==> src/rtl/dbnc_pkg.sv <==
package dbnc_pkg;
    // Word addresses of the configuration registers
    localparam int ADR_SEL_HI   = 0;
    localparam int ADR_SEL_LO   = 1;
    localparam int ADR_PER_BASE = 2;
    // Width of a per-pin timer code (high bit and low bit)
    localparam int CODE_W       = 2;
endpackage

==> src/rtl/dbnc_regs.sv <==
module dbnc_regs #(
    parameter int PINS = 32,
    parameter int PW   = 32,
    parameter int NT   = 3,
    parameter int AW   = 3,
    parameter int DW   = 32
) (
    input  logic                   clk,
    input  logic                   rst_n,
    input  logic                   wr_en,
    input  logic [AW-1:0]          addr,
    input  logic [DW-1:0]          wr_data,
    output logic [DW-1:0]          rd_data,
    output logic [PINS-1:0]        sel_hi,
    output logic [PINS-1:0]        sel_lo,
    output logic [NT-1:0][PW-1:0]  periods
);
    import dbnc_pkg::*;

    localparam logic [AW-1:0] A_HI = AW'(ADR_SEL_HI);
    localparam logic [AW-1:0] A_LO = AW'(ADR_SEL_LO);

    typedef struct packed {
        logic [PINS-1:0]       hi;
        logic [PINS-1:0]       lo;
        logic [NT-1:0][PW-1:0] per;
    } regs_t;

    regs_t st_d, st_q;

    always_comb begin
        st_d = st_q;
        if (wr_en) begin
            if (addr == A_HI) st_d.hi = wr_data[PINS-1:0];
            if (addr == A_LO) st_d.lo = wr_data[PINS-1:0];
            for (int t = 0; t < NT; t++) begin
                if (addr == AW'(ADR_PER_BASE + t)) st_d.per[t] = wr_data[PW-1:0];
            end
        end
    end

    always_ff @(posedge clk or negedge rst_n) begin
        if (!rst_n) st_q <= '0;
        else        st_q <= st_d;
    end

    always_comb begin
        rd_data = '0;
        if (addr == A_HI) rd_data = DW'(st_q.hi);
        if (addr == A_LO) rd_data = DW'(st_q.lo);
        for (int t = 0; t < NT; t++) begin
            if (addr == AW'(ADR_PER_BASE + t)) rd_data = DW'(st_q.per[t]);
        end
    end

    assign sel_hi  = st_q.hi;
    assign sel_lo  = st_q.lo;
    assign periods = st_q.per;
endmodule

==> src/rtl/dbnc_pin_filter.sv <==
module dbnc_pin_filter #(
    parameter int PW = 32,
    parameter int NT = 3,
    parameter int CW = 2
) (
    input  logic                  clk,
    input  logic                  rst_n,
    input  logic                  raw,
    input  logic [CW-1:0]         code,
    input  logic [NT-1:0][PW-1:0] periods,
    output logic                  filt
);
    typedef struct packed {
        logic          lvl;
        logic [PW-1:0] cnt;
    } pin_t;

    pin_t          st_d, st_q;
    logic [PW-1:0] limit;
    logic [PW:0]   run_next;

    // Code 0 (and any code past the last timer) yields a limit of zero,
    // which makes the pin follow raw at the next edge.
    always_comb begin
        limit = '0;
        for (int t = 0; t < NT; t++) begin
            if (code == CW'(t + 1)) limit = periods[t];
        end
    end

    always_comb begin
        st_d     = st_q;
        run_next = {1'b0, st_q.cnt} + 1'b1;
        if (raw != st_q.lvl) begin
            if (run_next >= {1'b0, limit}) begin
                st_d.lvl = raw;
                st_d.cnt = '0;
            end else begin
                st_d.cnt = run_next[PW-1:0];
            end
        end else begin
            st_d.cnt = '0;
        end
    end

    always_ff @(posedge clk or negedge rst_n) begin
        if (!rst_n) st_q <= '0;
        else        st_q <= st_d;
    end

    assign filt = st_q.lvl;
endmodule

==> src/rtl/dbnc_shared_timer_filter.sv <==
module dbnc_shared_timer_filter #(
    parameter int NUM_PINS   = 32,
    parameter int PERIOD_W   = 32,
    parameter int NUM_TIMERS = 3,
    parameter int ADDR_W     = 3,
    parameter int DATA_W     = 32
) (
    input  logic                clk,
    input  logic                rst_n,
    input  logic                cfg_wr_en,
    input  logic [ADDR_W-1:0]   cfg_addr,
    input  logic [DATA_W-1:0]   cfg_wr_data,
    output logic [DATA_W-1:0]   cfg_rd_data,
    input  logic [NUM_PINS-1:0] pin_raw,
    output logic [NUM_PINS-1:0] pin_filt
);
    import dbnc_pkg::*;

    logic [NUM_PINS-1:0]                   sel_hi;
    logic [NUM_PINS-1:0]                   sel_lo;
    logic [NUM_TIMERS-1:0][PERIOD_W-1:0]   periods;

    dbnc_regs #(
        .PINS(NUM_PINS), .PW(PERIOD_W), .NT(NUM_TIMERS), .AW(ADDR_W), .DW(DATA_W)
    ) u_regs (
        .clk     (clk),
        .rst_n   (rst_n),
        .wr_en   (cfg_wr_en),
        .addr    (cfg_addr),
        .wr_data (cfg_wr_data),
        .rd_data (cfg_rd_data),
        .sel_hi  (sel_hi),
        .sel_lo  (sel_lo),
        .periods (periods)
    );

    for (genvar p = 0; p < NUM_PINS; p++) begin : g_pin
        dbnc_pin_filter #(.PW(PERIOD_W), .NT(NUM_TIMERS), .CW(CODE_W)) u_filt (
            .clk     (clk),
            .rst_n   (rst_n),
            .raw     (pin_raw[p]),
            .code    ({sel_hi[p], sel_lo[p]}),
            .periods (periods),
            .filt    (pin_filt[p])
        );
    end
endmodule

==> config.mk <==
export PLATFORM = sky130hd
export DESIGN_NAME = dbnc_shared_timer_filter
export DESIGN_NICKNAME = d
export VERILOG_FILES = /design/src/rtl/dbnc_pkg.sv /design/src/rtl/dbnc_regs.sv /design/src/rtl/dbnc_pin_filter.sv /design/src/rtl/dbnc_shared_timer_filter.sv
export SDC_FILE = /design/constraint.sdc
export NUM_CORES = 2
export LEC_CHECK = 0
export BUFFER_PORTS_ARGS = -buffer_cell sky130_fd_sc_hd__buf_2
export CORE_MARGIN = 1
export CORE_UTILIZATION = 40
export DETAILED_ROUTE_END_ITERATION = 16
export MAX_ROUTING_LAYER = met4
export PLACE_DENSITY = 0.59
export SLEW_MARGIN = 10
export SYNTH_ARGS = -nofsm -noshare
export SYNTH_HDL_FRONTEND = slang
export SYNTH_SLANG_ARGS = --single-unit
==> constraint.sdc <==
create_clock -name clk -period 3.7 [get_ports clk]
set_input_delay 0.74 -clock clk [delete_from_list [all_inputs] [get_ports clk]]
set_output_delay 0.74 -clock clk [all_outputs]
set_load 0.03 [all_outputs]
==> key figures <==
Global route
  • Pin count of the biggest net entering global routing: 143
  • Congestion Overflow GR: 0
  • Met2 Usage GRT: 0.486
  • Vias in the first global route: 91,200
  • GRT met1 Usage: 0.434
  • GR Util met3: 0.0921
  • First-pass GRT wire length: 631 mm
  • All-Layer GR Usage: 0.343
  • Initial antenna violation count: 62
  • Global route hottest layer: met2

Timing
  • Fin. max-slew vios: 0
  • Max Fclk: 262 MHz
  • Post-layout min period: 3810 ps
  • Relative slew slack: 0.213
  • Final hold vios: 0
  • WHS: 136 ps
  • Unrepaired setup endpoints after global routing: true
  • Final setup viols: 3
  • Slack of the critical path: -113 ps
  • Clock skew: 56.7 ps
  • Final Cycle Share: 1.03
  • Worst Max-Slew Pin Slew: 1180 ps

Clock network
  • CTS tree: yes
  • Clock Latency Late Sink: 860 ps
  • Max Root-Sink Buffers: 3
  • H-tree depth: 4
  • Root Driver: clkbuf_16
  • CTS Buf Count: 157
  • Clk pin slew, worst setup/hold paths: 60 ps
  • Clock sink total: 1,216

Synth
  • Yosys synthesis warning count: 0
  • Number of flops mapped to enable cells by yosys: 0
  • Post-Syn Area: 103,000 um2
  • Prevailing post-synth register cell: dfrtp_1
  • Post-synth ARST share: 1.00
  • Syn Nets: 12,000
  • Post-synthesis cell type count: 86
  • Cells after Synth: 10,900
  • Register area share after synthesis: 0.296
  • Synth Register Bits: 1,216
  • Syn_area_per_cell: 9.48 um2

Power
  • Peak supply drop: 0.000505 V
  • Pwr Density: 555 nW/um2
  • Leak: 58.3 nW

Floorplanning
  • Initial Utilization: 0.404
  • # rows: 185
  • Die Ht: 509 um
  • Die footprint: 259,000 um2
  • Core region area: 255,000 um2
  • Die X: 509 um
  • Io pins: 134

Worst setup path
  • CP max-delay cell: dfrtp_2
  • Setup CP Type: flip-flop to primary output
  • Crit path max-delay family: buffers and inverters
  • Cells along the critical path: buf_12 -> mux4_2 -> inv_1 -> o21ai_0 -> buf_2
  • Max stage delay on crit path: 640 ps
  • Critical Path End Type: primary output
  • Reg-to-Reg Start: g_pin[28].u_filt.st_q[1]
  • Startpoint class of the critical path: flip-flop
  • Required time of the critical path: 2960 ps
  • Buf/Inv on CP: 3
  • CP arrival: 3070 ps
  • CP Launch Point: u_regs.periods[51]
  • CP max FO: 18

Layout
  • # nets final: 12,600
  • Share of layout cells above drive strength 1: 0.301
  • Area Overhead vs Synth: 21.0%
  • FILL cells: 23,200

Placement
  • Placer congestion estimate: 1.02
  • Dpl ws: -414 ps
  • IO buf count: 133
  • Post-DP HPWL: 307 mm

Route
  • Drt drc: 0
  • Remaining antenna violation count: 0
  • Via count: 94,900
  • DR WL/cell: 29.8 um
  • Via/cell ratio: 6.32
  • Final WL: 447 mm
  • Initial DRC Count: 11,700
  • 1st-pass router iterations: 9

Hold path
  • Worst Hold Class: input pin to flip-flop
  • HP Start: pin_raw[31]

Flow run
  • Max-cap violation count: 0

Outcome
  • Status: finished, violations left
  • Failing checks: setup timing
==> registers in the layout (all words and copies together) (netlist names) <==
signal,count
g_pin.u_filt.filt,32
g_pin.u_filt.st_q,1024
u_regs.periods,96
u_regs.sel_hi,32
u_regs.sel_lo,32
==> worst paths after layout <==
path | endpoint | slack, ps | cells after the start
max in group asynchronous | u_regs.sel_hi[27] | 1890 | 3
hold reg to reg | g_pin[31].u_filt.st_q[0] | 500 | 1
hold / removal | g_pin[31].u_filt.filt | 140 | 2
setup / recovery | cfg_rd_data[19] | -110 | 5
setup reg to reg | g_pin[28].u_filt.st_q[25] | 20 | 20
min in group asynchronous | g_pin[4].u_filt.st_q[4] | 380 | 2
==> cell usage after synthesis, types with 135 or more instances <==
library cell	n	area share
dfrtp_1	1216	0.30
mux2_2	1215	0.13
ha_1	1056	0.13
a22oi_1	995	0.073
nor2b_1	856	0.052
clkbuf_1	786	0.029
xnor2_1	623	0.053
nand2_1	566	0.021
nand3_1	445	0.022
nor2_1	395	0.014
xor2_1	369	0.031
and3_1	363	0.022
nand4_1	320	0.019
a21oi_1	312	0.015
a21o_1	169	0.012
o21ai_0	165	0.0080
inv_1	150	0.0055
and4_1	135	0.011
==> routing by layer <==
layer / up-vias / wire, um
li1: 41000 / -
met1: 47000 / 180000
met2: 5373 / 188000
met3: 1525 / 48300
met4: 0 / 31400
met5: - / 0
==> metrics by stage <==
stage               power, W  TNS (ps)  utilization  instances  instance area (um2)
floorplan             0.0347     -99.3            -      10900               103000
global placement      0.0487    -25270        0.448      14500               114000
detailed placement    0.0494    -36140        0.448      14500               114000
CTS                   0.0660         0        0.471      14800               120000
global route          0.0713    -16420        0.488      15000               124000
finish                0.0690      -244        0.488      15000               124000
==> power by group <==
group / switching [W] / internal, W / leakage (nW)
clock: 0.00680 / 0.00923 / 2.58
combinational: 0.0220 / 0.0144 / 39.3
sequential: 0.00218 / 0.0143 / 16.4
total: 0.0310 / 0.0380 / 58.3
==> logic make-up after synthesis <==
| group | count (synthesis) | synth area share |
|---|---|---|
| multiplexers | 1248 | 0.140 |
| AO/OA/AOI/OAI | 1922 | 0.131 |
| flip-flops | 1216 | 0.296 |
| buffers and inverters | 1049 | 0.0400 |
| XOR/XNOR | 992 | 0.0845 |
| adder cells (fa/ha/maj) | 1056 | 0.128 |
| AND/OR/NAND/NOR | 3367 | 0.181 |
==> placed cells by master (no fill, tap or decap), types with 141 or more instances in the layout <==
master and count:
and3_1 339, nand2_1 556, o21ai_0 141, buf_4 1006, nand3_1 406, ha_1 1041
nor2b_1 756, nor2_1 354, inv_1 149, xnor2_1 544, buf_12 159, dfrtp_1 1111
xor2_1 349, a22oi_1 992, a21o_1 169, nand4_1 320, clkbuf_16 176, mux2_2 1214
a21oi_1 299
==> final cells by class <==
class	count	area [um2]	share of cell area
antenna	69	173	0.00139
clock buffer	220	4440	0.0357
clock inverter	70	885	0.00711
inverter	150	563	0.00452
multi-input combinational	8588	71300	0.573
sequential	1216	30600	0.246
tap	3366	4210	0.0338
timing repair buffer	1348	12300	0.0986
==> what timing repair did <==
action | CTS | global route
hold endpoints to repair | 27 | 0
endpoints found under the setup margin | 541 | 1028
buffers inserted | 18 | 147
hold buffers | 1 | 0
gates resized for setup | 82 | 577
pin swaps | 20 | 232
cloned | 3 | 29
Note: power is estimated with default switching activity, not from simulation.
